===== src/rtl/pwm_dac_pkg.sv =====
package pwm_dac_pkg;
  localparam int unsigned SMP_W_DEF = 16;
  localparam int unsigned CNT_W_DEF = 14;
  localparam int unsigned MIN_PERIOD = 2;
endpackage


===== src/rtl/pwm_timebase.sv =====
module pwm_timebase
  import pwm_dac_pkg::*;
#(
  parameter int unsigned CNT_W = CNT_W_DEF
) (
  input  logic             clk_i,
  input  logic             rst_ni,
  input  logic [CNT_W-1:0] period_i,
  output logic [CNT_W-1:0] cnt_o,
  output logic [CNT_W-1:0] per_o,
  output logic [CNT_W-1:0] per_nxt_o,
  output logic             wrap_o
);
  localparam logic [CNT_W-1:0] PerMin = CNT_W'(MIN_PERIOD);

  logic [CNT_W-1:0] cnt_q, per_q;

  // clamp so the counter always has at least two states
  assign per_nxt_o = (period_i < PerMin) ? PerMin : period_i;
  assign wrap_o    = (cnt_q == per_q - CNT_W'(1));

  always_ff @(posedge clk_i or negedge rst_ni) begin
    if (!rst_ni) begin
      cnt_q <= '0;
      per_q <= PerMin;
    end else if (wrap_o) begin
      cnt_q <= '0;
      per_q <= per_nxt_o;
    end else begin
      cnt_q <= cnt_q + CNT_W'(1);
    end
  end

  assign cnt_o = cnt_q;
  assign per_o = per_q;
endmodule


===== src/rtl/pwm_scale.sv =====
module pwm_scale
  import pwm_dac_pkg::*;
#(
  parameter int unsigned SMP_W = SMP_W_DEF,
  parameter int unsigned CNT_W = CNT_W_DEF
) (
  input  logic [SMP_W-1:0] smp_i,
  input  logic [CNT_W-1:0] per_i,
  output logic [CNT_W-1:0] cmp_o
);
  localparam int unsigned PW = SMP_W + CNT_W;

  logic [PW:0] prod, sum;
  logic        unused_bits;

  assign prod = (PW+1)'(smp_i) * (PW+1)'(per_i);
  // floor(x / (2^SMP_W - 1)) == (x + (x >> SMP_W) + 1) >> SMP_W for quotients <= 2^SMP_W
  assign sum  = prod + (prod >> SMP_W) + (PW+1)'(1);
  assign cmp_o = sum[SMP_W +: CNT_W];
  assign unused_bits = ^{sum[PW], sum[SMP_W-1:0]};
endmodule


===== src/rtl/pwm_sample_stage.sv =====
module pwm_sample_stage
  import pwm_dac_pkg::*;
#(
  parameter int unsigned SMP_W = SMP_W_DEF
) (
  input  logic             clk_i,
  input  logic             rst_ni,
  input  logic [SMP_W-1:0] data_i,
  input  logic             valid_i,
  output logic             ready_o,
  input  logic             wrap_i,
  input  logic             clr_i,
  output logic [SMP_W-1:0] smp_o,
  output logic             has_o,
  output logic             underrun_o
);
  logic [SMP_W-1:0] smp_q;
  logic             has_q, und_q, take;

  assign ready_o = !has_q || wrap_i;
  assign take    = valid_i && ready_o;

  always_ff @(posedge clk_i or negedge rst_ni) begin
    if (!rst_ni) begin
      smp_q <= '0;
      has_q <= 1'b0;
    end else if (take) begin
      smp_q <= data_i;
      has_q <= 1'b1;
    end else if (wrap_i) begin
      has_q <= 1'b0;
    end
  end

  always_ff @(posedge clk_i or negedge rst_ni) begin
    if (!rst_ni)                und_q <= 1'b0;
    else if (wrap_i && !has_q)  und_q <= 1'b1;
    else if (clr_i)             und_q <= 1'b0;
  end

  assign smp_o      = smp_q;
  assign has_o      = has_q;
  assign underrun_o = und_q;
endmodule


===== src/rtl/audio_pwm_dac.sv =====
module audio_pwm_dac
  import pwm_dac_pkg::*;
#(
  parameter int unsigned SMP_W = SMP_W_DEF,
  parameter int unsigned CNT_W = CNT_W_DEF
) (
  input  logic             clk_i,
  input  logic             rst_ni,
  input  logic [CNT_W-1:0] period_i,
  input  logic [SMP_W-1:0] smp_data_i,
  input  logic             smp_valid_i,
  output logic             smp_ready_o,
  output logic             smp_req_o,
  input  logic             underrun_clr_i,
  output logic             underrun_o,
  output logic             pwm_o
);
  logic [CNT_W-1:0] cnt, per, per_nxt, cmp_nxt, cmp_q;
  logic [SMP_W-1:0] stg_smp;
  logic             wrap, stg_has;

  pwm_timebase #(.CNT_W(CNT_W)) u_tb (
    .clk_i, .rst_ni, .period_i,
    .cnt_o(cnt), .per_o(per), .per_nxt_o(per_nxt), .wrap_o(wrap)
  );

  pwm_sample_stage #(.SMP_W(SMP_W)) u_stg (
    .clk_i, .rst_ni,
    .data_i(smp_data_i), .valid_i(smp_valid_i), .ready_o(smp_ready_o),
    .wrap_i(wrap), .clr_i(underrun_clr_i),
    .smp_o(stg_smp), .has_o(stg_has), .underrun_o(underrun_o)
  );

  // scaled against the period that starts next
  pwm_scale #(.SMP_W(SMP_W), .CNT_W(CNT_W)) u_scale (
    .smp_i(stg_smp), .per_i(per_nxt), .cmp_o(cmp_nxt)
  );

  always_ff @(posedge clk_i or negedge rst_ni) begin
    if (!rst_ni)               cmp_q <= '0;
    else if (wrap && stg_has)  cmp_q <= cmp_nxt;
  end

  assign smp_req_o = wrap;
  assign pwm_o     = (cnt < cmp_q);
endmodule


===== config.mk =====
export PLATFORM = sky130hd
export DESIGN_NAME = audio_pwm_dac
export DESIGN_NICKNAME = d
export VERILOG_FILES = /design/src/rtl/pwm_dac_pkg.sv /design/src/rtl/pwm_timebase.sv /design/src/rtl/pwm_scale.sv /design/src/rtl/pwm_sample_stage.sv /design/src/rtl/audio_pwm_dac.sv
export SDC_FILE = /design/constraint.sdc
export NUM_CORES = 1
export LEC_CHECK = 0
export ABC_AREA = 1
export BUFFER_PORTS_ARGS = -buffer_cell sky130_fd_sc_hd__buf_2
export CAP_MARGIN = 20
export CORE_MARGIN = 3
export CORE_UTILIZATION = 41
export DETAILED_ROUTE_END_ITERATION = 10
export PLACE_DENSITY_LB_ADDON = 0.12
export REMOVE_ABC_BUFFERS = 1
export SLEW_MARGIN = 20
export SYNTH_ARGS = -nofsm -noshare
export SYNTH_HDL_FRONTEND = slang
export SYNTH_HIERARCHICAL = 1
export SYNTH_SLANG_ARGS = --single-unit

===== constraint.sdc =====
create_clock -name clk_i -period 11.62 [get_ports clk_i]
set_clock_uncertainty 0.15 [all_clocks]
set_input_delay 1.162 -clock clk_i [delete_from_list [all_inputs] [get_ports clk_i]]
set_output_delay 1.162 -clock clk_i [all_outputs]
set_load 0.02 [all_outputs]

# Yosys cells after proc, flatten, opt, wreduce, memory -nomap -nowiden
# Cells that the tools add are included.
dict set report totals {
  ff_bits 60
  elab_cells 27
}
dict set report classes {
  multipliers 1
  n_mux 6
  addsub 4
  eq_ne 1
  magnitude_cmp 2
  n_reduce_logical 7
}
# op n
set op_table {}
lappend op_table {{30-bit by 1-bit adder with 30-bit output (second input constant)} 1}
lappend op_table {{30-bit by 14-bit adder with 30-bit output} 1}
lappend op_table {{16-bit by 14-bit multiplier with 30-bit output} 1}
lappend op_table {{14-bit two-way mux} 2}
lappend op_table {{14-bit by 1-bit adder with 14-bit output (second input constant)} 1}
lappend op_table {{14-bit equality test} 1}
lappend op_table {{14-bit less-than comparator} 1}
lappend op_table {{14-bit by 2-bit less-than comparator with 1-bit output (second input constant)} 1}
lappend op_table {{14-bit by 1-bit subtractor with 14-bit output (second input constant)} 1}
lappend op_table {{1-bit two-way mux} 4}
lappend op_table {{2-bit nonzero test} 2}
lappend op_table {{1-bit logical AND} 3}
lappend op_table {{1-bit zero test} 1}
lappend op_table {{1-bit logical OR} 1}

# Logic depth before layout (Yosys ltp)
# Gate-level depths: netlist of the first run.
dict set report logic_depth {
  word_depth 5
  mapped_depth 42
  mapped_depth_nobuf 40
}

# Hierarchy
# Netlist of the first run, hierarchy kept.
# module n_inst cells_per_inst area_each_um2
set modules_own_cells {}
lappend modules_own_cells {pwm_scale 1 1458 9643.0}
lappend modules_own_cells {pwm_timebase 1 310 2048.2}
lappend modules_own_cells {audio_pwm_dac 1 110 883.3}
lappend modules_own_cells {pwm_sample_stage 1 76 754.5}

# Worst setup path before layout of the first run
# OpenSTA, ideal clock, no wires.
dict set report synth_timing {
  kind {input to register}
  start {input period_i[10]}
  end {register cmp_q[0]}
  arrival_time_ns 7.449
  path_slack_ns 3.896
  n_path_buf 3
  path_stages 32
  required_ns 11.345
  path_cell_list {clkbuf_1 -> clkbuf_1 -> clkbuf_1 -> nand2_1 -> fa_1 -> inv_1 -> fa_1 -> fa_1 -> fa_1 -> fa_1 -> inv_1 -> fa_1 -> inv_1 -> ha_1 -> nand2_2 -> inv_1 -> nand2_1 -> nand2_1 -> a21oi_1 -> inv_1 -> a21oi_1 -> nand3b_1 -> nand2_1 -> inv_1 -> ha_1 -> a21oi_1 -> nor2_1 -> a21oi_1 -> nand2_1 -> nand2_1 -> nand2_1 -> mux2_4}
}
dict set report synth_via {
  elab_chain_len 5
}
# item line_no
set synth_lines {}
lappend synth_lines {{start: declaration} audio_pwm_dac.sv:9} ;# input logic [CNT_W-1:0] period_i,
lappend synth_lines {{14-bit by 2-bit less-than comparator with 1-bit output} pwm_timebase.sv:19} ;# assign per_nxt_o = (period_i < PerMin) ? PerMin : period_i;
lappend synth_lines {{14-bit two-way mux (*)} pwm_timebase.sv:19}
lappend synth_lines {{16-bit by 14-bit multiplier with 30-bit output (*)} pwm_scale.sv:16} ;# assign prod = (PW+1)'(smp_i) * (PW+1)'(per_i);
lappend synth_lines {{30-bit by 14-bit adder with 30-bit output (*)} pwm_scale.sv:18} ;# assign sum = prod + (prod >> SMP_W) + (PW+1)'(1);
lappend synth_lines {{30-bit by 1-bit adder with 30-bit output (*)} pwm_scale.sv:18}
lappend synth_lines {{via cmp_nxt[0]} audio_pwm_dac.sv:18} ;# logic [CNT_W-1:0] cnt, per, per_nxt, cmp_nxt, cmp_q;
lappend synth_lines {{end signal: assignment} audio_pwm_dac.sv:41} ;# else if (wrap && stg_has) cmp_q <= cmp_nxt;
lappend synth_lines {{end: declaration} audio_pwm_dac.sv:18}
# Mark *: on every way through the listed nets, which the timed path passes. The rest lies on a longest branch.
# A chain may end at the register's enable or synchronous reset.

# Worst setup path after layout of the first run
dict set report layout_timing {
  start {input period_i[12]}
  end {register cmp_q[7]}
}
dict set report layout_via {
  elab_chain_len 5
}
# item line_no
set layout_lines {}
lappend layout_lines {{14-bit by 2-bit less-than comparator with 1-bit output} pwm_timebase.sv:19}
lappend layout_lines {{14-bit two-way mux} pwm_timebase.sv:19}
lappend layout_lines {{via per_nxt[1]} audio_pwm_dac.sv:18}
lappend layout_lines {{16-bit by 14-bit multiplier with 30-bit output} pwm_scale.sv:16}
lappend layout_lines {{30-bit by 14-bit adder with 30-bit output} pwm_scale.sv:18}
lappend layout_lines {{30-bit by 1-bit adder with 30-bit output} pwm_scale.sv:18}
lappend layout_lines {{via cmp_nxt[7]} audio_pwm_dac.sv:18}
# The timed path passes the listed nets, and every way through them passes these cells.

==> flow_summary.ini, run 1 <==
[sta]
hold_viol = 0
fin_ws_ns = 3.260
slew_headroom = 0.4411
rsz0062_at_grt = false
setup_violations = 0
fin_crit_sh = 0.7195
min_period_ns = 8.360
max_freq_ghz = 0.1196
hold_ws_ns = 0.3362
slew_viol_final = 0
tightest_slew_ns = 0.8384
finalSetupTns_ns = 0

[global_routing]
grt_pass1_vias = 11750
grt_pass1_wl_mm = 61.49
grt_use_total = 0.2201
grt_max_degree = 61
antenna_found_initial = 0
grt_overflow = 0

[hold_path]
min_path_cells = 2
worst_hold_path_type = flip-flop to flip-flop
min_from = u_tb/per_o[13]
hold_end = u_tb/per_o[13]

[floorplanning]
dieHeight_um = 186.3
pin_count = 38
core_area_mm2 = 0.03180
die_w_um = 186.3
row_count = 65
fp.dieArea_mm2 = 0.03471
start_util = 0.4192

[run_status]
status = finished, final reports clean

[clock_network]
clockBufferDepth = 2
cts_buffers = 9
cts_tree = built
clock_sinks = 60
clk_latency_ns = 0.35
cts_root_buf = clkbuf_16
post-cts-setup-buffer-count = 0
clk_pin_slew_ns = 0.06
cts_resized = 0
htreeDepth = 3
cts_hold_buf = 0

[synth]
synthesis.instances = 1954
syn_area_mm2 = 0.01333
synth_flop_cell = dfrtp_1
ys_types = 47
synth-seq-cells = 60
ys_seq_area_frac = 0.1127
avgSynthCellArea_um2 = 6.821
async_flop_share = 1.000
yosys_warnings = 6
synth-edff-count = 0

[critical_path]
crit_top_cell = nand2_1
worst-path-buf-inv = 9
cp_max_fo = 18
r2r_start = u_stg/smp_o[5]
reg2reg_slack_ns = 3.90
crit_type = input port to flip-flop
startpoint_type = input port
worst-endpoint-required_ns = 11.74
crit_path_end_kind = flip-flop
rr_worst_depth = 37
arrival_ns = 8.48
crit_family = adder cells
r2r-end = cmp_q[7]
cpPeakStageDelay_ns = 0.54
critPathSlowestCell = fa_1

[final_layout]
layout-drive-gt1-share = 0.07209
syn2layout_area_growth_pct = 5.435
nets = 2258
n_antenna_cell = 0
utilization = 0.4419
stdcell_area_mm2 = 0.01405
layout_commonest_cell = nand2_1
final_cell_mix = nand2_1 (658), inv_1 (447), fa_1 (165), ha_1 (122), nor2_1 (110)

[power_and_ir_drop]
p_sw_frac = 0.2441
comb_power_share = 0.056
p_int_mw = 0.3858
irDropWorstVdd_uv = 59.65
p_leak_nw = 8.735
p_clk_frac = 0.534
powerDensity_mw_per_mm2 = 36.32
p_seq_frac = 0.410
p_switching_mw = 0.1246

[routing]
via_per_inst = 4.852
drt_wl_total_mm = 37.05
antenna_left = 0
wl_per_cell_um = 15.59
firstDrtPassIters = 6
drcViolationCount = 0
drtIter0Drc = 659
via_count = 11530

[place]
place_congestion = 0.9405
post-place-ws_ns = 3.040
dp_hpwl_mm = 30.81
portBuffers = 37
placed_cell_area_mm2 = 0.01376

[flow_run]
maxCapViolations = 0
==> sequential cells by signal (all words and copies together) (netlist names) <==
signal            cells
u_stg/smp_o          16
cmp_q                14
u_tb/cnt_o           14
u_tb/per_o           14
u_stg/has_o           1
u_stg/underrun_o      1
==> cells in the mapped netlist, types with 3 or more instances <==
master | instances | share of area
inv_2 | 17 | 0.0048
nand2_4 | 11 | 0.0093
buf_6 | 4 | 0.0034
nand3_1 | 82 | 0.031
o21ai_0 | 14 | 0.0053
nand3_2 | 6 | 0.0045
ha_1 | 122 | 0.11
nor2_1 | 111 | 0.031
nor2_2 | 8 | 0.0038
nor4_1 | 4 | 0.0019
nand3b_1 | 7 | 0.0039
nand4_1 | 30 | 0.014
dfrtp_1 | 59 | 0.11
inv_1 | 447 | 0.13
nand2_1 | 658 | 0.19
fa_1 | 165 | 0.25
and2_1 | 4 | 0.0019
buf_4 | 6 | 0.0034
nand2_2 | 20 | 0.0094
xnor2_1 | 10 | 0.0066
xor2_1 | 22 | 0.014
or2_2 | 3 | 0.0014
clkbuf_1 | 56 | 0.016
nor2_4 | 9 | 0.0076
a21oi_1 | 53 | 0.020
==> routing by layer <==
metal | wire length (um) | share of wire | vias up | GRT usage
met4 | 568 | 0.015 | 0 | 0.05176
met1 | 16930 | 0.46 | 5565 | 0.2883
li1 | - | - | 5702 | -
met3 | 1391 | 0.038 | 36 | 0.01935
met2 | 18160 | 0.49 | 230 | 0.3955
met5 | 0 | 0 | - | 0
==> worst max path at each step <==
stage                     cells after the start  endpoint          from
after global routing                         38  cmp_q[6]   period_i[6]
after detailed placement                     39  cmp_q[6]  period_i[11]
after CTS                                    39  cmp_q[6]  period_i[11]
after global placement                       39  cmp_q[7]  period_i[12]
final                                        39  cmp_q[7]  period_i[12]
after floorplan                              37  cmp_q[6]   period_i[4]
==> worst register-to-register path, delay by kind of cell, from the launching register on <==
kind	cells	cell delay [ns]
buffers and inverters	10	0.59
and+or+nand+nor	15	1.70
DFF	1	0.68
AOI/OAI and AO/OA	4	0.73
adders and majority gates	8	3.82
==> stage by stage <==
stage / instances / power (mW)
after floorplan: 1886 / 0.2152
after global placement: 2361 / 0.2412
after detailed placement: 2361 / 0.2418
after CTS: 2377 / 0.5203
after global routing: 2377 / 0.5316
final: 2377 / 0.5104
==> layout make-up <==
cell class                      count  area, um^2
Clock inverter                      4       48.80
Clock buffer                       12       246.5
Sequential cell                    60        1503
Timing Repair Buffer               40       207.7
Inverter                          465        1745
Tap cell                          435       544.3
Multi-Input combinational cell   1361        9758
Fill cell                        3398       17750
==> power by group through the flow <==
stage	clock, mW	sequential (mW)	combinational, mW
after global placement	0	0.213	0.0285
after detailed placement	0	0.213	0.0290
after CTS	0.282	0.209	0.0290
after floorplan	0	0.213	0.00242
final	0.273	0.209	0.0288
after global routing	0.291	0.209	0.0318
==> kinds of logic (layout without fill, tap and decap cells) <==
logic type	count (synthesis)	count (layout)	synth area share
muxes	1	1	0.001126
buffers and inverters	533	521	0.1554
and+or+nand+nor	964	964	0.3149
adders and majority gates	287	287	0.3623
DFF	60	60	0.1127
AOI/OAI and AO/OA	75	75	0.02919
xor gates and xnor gates	34	34	0.02431
(Power assumes the default switching activity.)
==> run 2, diff against run 1 <==
- ABC_AREA: 1 -> 0
- clock period: 11.62 -> 8.7 ns (I/O delays scaled with it)
==> run 2 against run 1 <==
Flip-flop and latch count is the same. Non-clock buffer count grew 134. Synthesized area shrank 13%. Die area shrank 13%. Critical path depth shrank 5. First-iteration DRC count shrank 35%. Critical endpoint is now cmp_q[12]. Routed wire length shrank 23%. Clock-buffer cell count shrank 3. Hold slack gained 0.024 ns. Register-to-register slack lost 3.3 ns.
==> flow_summary.ini, run 2 <==
[sta]
fin_crit_sh = 0.9672
fin_ws_ns = 0.2858
min_period_ns = 8.414
slew_headroom = 0.3389
max_freq_ghz = 0.1188
hold_viol = 0
tightest_slew_ns = 0.9843
rsz0062_at_grt = true
slew_viol_final = 0
setup_violations = 0

[final_layout]
layout.cells.non_filler = 1765
syn2layout_area_growth_pct = 18.19
layout_commonest_cell = inv_1
layout-drive-gt1-share = 0.2362
n_antenna_cell = 0
regArea_mm2 = 0.001503
multiInputGateArea_mm2 = 0.009343
utilization = 0.4998
final_cell_mix = inv_1 (190), fa_1 (164), nand2_1 (158), buf_4 (130), ha_1 (112)
stdcell_area_mm2 = 0.01366
fillers = 2687
nets = 1709
largest_reg_flops = 16

[clock_network]
cts_tree = built
clk_pin_slew_ns = 0.06
clockBufferDepth = 2
clk_latency_ns = 0.34
cts_hold_buf = 0
clock_sinks = 60
htreeDepth = 3
cts_root_buf = clkbuf_16
cts_buffers = 9

[critical_path]
arrival_ns = 8.49
crit_type = input port to flip-flop
rr_worst_depth = 33
crit_path_end_kind = flip-flop
critPathSlowestCell = fa_1
startpoint_type = input port
cpPeakStageDelay_ns = 0.54
cp_max_fo = 9
reg2reg_slack_ns = 0.56
crit_top_cell = fa_1
worst-endpoint-required_ns = 8.77
r2r-end = cmp_q[12]
r2r_start = u_stg/smp_o[4]

[synth]
yosys_warnings = 6
synth_common_cells = inv_1 (204), fa_1 (165), nand2_1 (161)
synth-edff-count = 0
synth_area_leaders = fa_1 (29%), ha_1 (13%), dfrtp_1 (13%), inv_1 (6.6%), and2_1 (5.8%)
synth-seq-cells = 60
avgSynthCellArea_um2 = 9.179
async_flop_share = 1.000
ys_seq_area_frac = 0.1300
synth.most_common_cell = inv_1
synthesis.instances = 1259
synth_top_area_share = 0.2858
syn_area_mm2 = 0.01156
synth_top_area_cell = fa_1
synth_flop_cell = dfrtp_1
ys_types = 87

[place]
post-place-ws_ns = -0.5391
placed_cell_area_mm2 = 0.01293
portBuffers = 37
place_congestion = 0.8447
dp_hpwl_mm = 23.73
dpl.cell_count = 1742

[routing]
antenna_left = 0
firstDrtPassIters = 7
via_count = 8825
drcViolationCount = 0
wl_per_cell_um = 16.26
drt_wl_total_mm = 28.70
via_per_inst = 5.000
drtIter0Drc = 426

[hold_path]
hold_end = cmp_q[4]
worst_hold_path_type = flip-flop to flip-flop
min_from = cmp_q[4]
min_path_cells = 1

[global_routing]
grt_max_degree = 61
grt_use_total = 0.1954
grt_overflow = 0
grt_pass1_wl_mm = 48.06
antenna_found_initial = 0
grt_pass1_vias = 9112

[floorplanning]
die_w_um = 173.9
start_util = 0.4229
core_area_mm2 = 0.02733
pin_count = 38
fp.dieArea_mm2 = 0.03024
dieHeight_um = 173.9
row_count = 60

[power_and_ir_drop]
irDropWorstVdd_uv = 62.15
powerDensity_mw_per_mm2 = 51.74
p_leak_nw = 7.202

[run_status]
status = finished, final reports clean

[flow_run]
maxCapViolations = 0
-- run 2: cell families (layout without fill, tap and decap cells) --
logic type                 after synthesis  count (layout)  synth area share
AOI/OAI and AO/OA                      117             117           0.07222
xor gates and xnor gates                59              59           0.04537
adders and majority gates              287             287            0.4179
buffers and inverters                  260             394           0.08781
DFF                                     60              60            0.1300
muxes                                   46              46           0.05121
and+or+nand+nor                        430             430            0.1954
-- run 2: through the flow --
step           hold WS (ns)  power [mW]  TNS, ns
2_1_floorplan        0.3294      0.2869  -0.1261
3_3_place_gp         0.3406      0.3278   -4.013
3_5_place_dp         0.3415      0.3282   -5.103
4_1_cts              0.3601      0.7138        0
5_1_grt              0.3730      0.7318  -0.1827
6_report             0.3603      0.7067        0
-- run 2: area by class of cell --
class | instances | area share
sequential | 60 | 0.1100
clock inverter | 7 | 0.006138
inverter | 204 | 0.05606
clock buffer | 9 | 0.01649
timing repair buffer | 174 | 0.09317
multi-input combinational | 939 | 0.6840
tap | 372 | 0.03408
-- run 2: where the power goes --
part	internal [mW]	switching, mW	total [mW]
clock	0.227	0.153	0.379
sequential	0.279	0.00000000000000000959	0.279
combinational	0.0160	0.0323	0.0483
total	0.522	0.185	0.707
-- run 2: layer usage --
| metal | wire length (um) | part of all wire | GRT usage |
|---|---|---|---|
| met5 | 0 | 0 | 0 |
| met4 | 283 | 0.0099 | 0.03318 |
| met2 | 13610 | 0.47 | 0.3247 |
| met3 | 1023 | 0.036 | 0.02300 |
| met1 | 13790 | 0.48 | 0.2791 |
-- run 2: how the worst max path moves through the flow --
stage | startpoint | to | slack [ns] | cells past startpoint
after detailed placement | period_i[4] | cmp_q[12] | -0.54 | 35
after floorplan | period_i[12] | cmp_q[12] | -0.05 | 35
after global routing | period_i[3] | cmp_q[11] | -0.07 | 38
final | period_i[4] | cmp_q[12] | 0.29 | 34
after global placement | period_i[4] | cmp_q[11] | -0.44 | 35
after CTS | period_i[4] | cmp_q[12] | 0.006 | 34
-- run 2: worst max-delay path, delay by kind of cell --
kind	cells	cell delay, ns
buf+inv	8	0.73
mux	1	0.26
xor+xnor	2	0.22
fa+ha+maj	8	3.64
compound gates	5	0.76
simple gates	10	1.99
-- run 2: repair_timing --
item	in CTS	in global routing
cloned	0	0
setup endpoints to repair	10	12
setup buffers	1	6
resized for setup	9	79
pin swaps	8	63
==> run 3, diff against run 2 <==
- CORE_MARGIN: 3 -> default
==> run 3 against run 2 <==
Flip-flop and latch count is the same. Worst setup slack worse by 0.10 ns. Critical path type unchanged. Combinational power rose by 3%. Largest power group unchanged. Largest cell class unchanged. Sequential share of layout area barely moved. Fmax fell by 1.2%. Utilization is 0.77 points lower.
==> flow_summary.ini, run 3 (same netlist as run 2, synthesis figures left out) <==
[run_status]
status = finished, final reports clean

[critical_path]
cp_max_fo = 9
crit_top_cell = fa_1
arrival_ns = 8.59
critPathSlowestCell = fa_1
worst-endpoint-required_ns = 8.78
crit_path_end_kind = flip-flop
crit_type = input port to flip-flop
startpoint_type = input port
rr_worst_depth = 33
cpPeakStageDelay_ns = 0.54

[final_layout]
n_antenna_cell = 0
utilization = 0.4921
nets = 1710
syn2layout_area_growth_pct = 18.30
layout_commonest_cell = inv_1
largest_reg_flops = 16
layout-drive-gt1-share = 0.2231
stdcell_area_mm2 = 0.01367
final_cell_mix = inv_1 (195), fa_1 (164), nand2_1 (158), buf_4 (127), ha_1 (114)

[sta]
setup_violations = 0
finalSetupTns_ns = 0
fin_crit_sh = 0.9790
slew_headroom = 0.4577
max_freq_ghz = 0.1174
slew_viol_final = 0
hold_viol = 0
tightest_slew_ns = 0.8134
rsz0062_at_grt = true
hold_ws_ns = 0.3622
min_period_ns = 8.517

[place]
place_congestion = 0.8666
dp_hpwl_mm = 24.06
portBuffers = 37
placed_cell_area_mm2 = 0.01295

[hold_path]
min_path_cells = 1
worst_hold_path_type = flip-flop to flip-flop

[clock_network]
cts_root_buf = clkbuf_16
cts_tree = built
cts_buffers = 9
clk_pin_slew_ns = 0.05
clk_latency_ns = 0.35
clock_sinks = 60
htreeDepth = 3
clockBufferDepth = 2

[power_and_ir_drop]
p_int_mw = 0.5920
p_leak_nw = 7.259
p_switching_mw = 0.1715
p_total_mw = 0.7636
irDropWorstVdd_uv = 97.59
p_seq_frac = 0.366
p_sw_frac = 0.2247
p_clk_frac = 0.569
powerDensity_mw_per_mm2 = 55.85
comb_power_share = 0.065

[floorplanning]
core_area_mm2 = 0.02778
die_w_um = 169.9
dieHeight_um = 169.9
row_count = 61
start_util = 0.4160
pin_count = 38
fp.dieArea_mm2 = 0.02886

[routing]
drt_wl_total_mm = 29.33
via_count = 8882
wl_per_cell_um = 16.55
drcViolationCount = 0
via_per_inst = 5.012
wl_met1_mm = 13.96
wl_met3_mm = 1.092
drtIter0Drc = 405
topRoutingLayerUsed = met4
firstDrtPassIters = 5
wl_met2_mm = 13.78
antenna_left = 0

[global_routing]
grt_pass1_wl_mm = 48.76
grt_overflow = 0
antenna_found_initial = 1
grt_use_total = 0.2181
grt_pass1_vias = 9267
grt_max_degree = 61

[flow_run]
maxCapViolations = 0
==> run 3: worst paths after layout <==
kind | from | end | slack [ns]
worst min-delay path | cmp_q[2] | cmp_q[2] | 0.36
worst max register to register | u_stg/smp_o[4] | cmp_q[12] | 0.38
worst max-delay path | period_i[4] | cmp_q[12] | 0.18
max in group asynchronous | rst_ni | u_stg/smp_o[8] | 7.31
min in group asynchronous | rst_ni | u_tb/cnt_o[2] | 0.54
worst min register to register | cmp_q[2] | cmp_q[2] | 0.36
==> run 3: repair_timing <==
item                                    in CTS  in global routing
pin swaps                                   10                 45
endpoints found under the setup margin      10                 12
gates resized for setup                      9                 54
hold buffers                                 0                  0
buffers inserted                             1                  6
==> run 3: final cells by class <==
cell class / instances / area (um^2)
inverter: 204 / 765.7
timing repair buffer: 175 / 1292
sequential: 60 / 1503
multi-input combinational: 939 / 9276
fill: 2733 / 14110
clock inverter: 5 / 107.6
tap: 378 / 473.0
clock buffer: 11 / 252.7
==> run 3: stage by stage <==
step	std cells	setup slack (ns)
finish	1772	0.1826
global route	1772	-0.1977
CTS	1766	0.05332
detailed placement	1749	-0.5324
global placement	1749	-0.4391
floorplan	1203	-0.05094
==> run 3: critical path, delay by kind of cell <==
family | cells | cell delay (ns)
AND/OR/NAND/NOR | 10 | 2.04
buffers and inverters | 8 | 0.72
XOR/XNOR | 2 | 0.25
AO/OA/AOI/OAI | 5 | 0.79
multiplexers | 1 | 0.26
adder cells (fa/ha/maj) | 8 | 3.64
==> run 3: routing by layer <==
layer,global-route usage,vias to the layer above
met5,0,-
met4,0.05915,0
li1,-,4294
met3,0.03442,38
met2,0.3585,130
met1,0.2973,4420
==> run 3: power groups by stage <==
stage	clock [mW]	sequential (mW)	combinational, mW
after detailed placement	0	0.284	0.0441
after global placement	0	0.284	0.0436
final	0.435	0.279	0.0496
after global routing	0.458	0.279	0.0541
after floorplan	0	0.284	0.00269
after CTS	0.444	0.279	0.0443
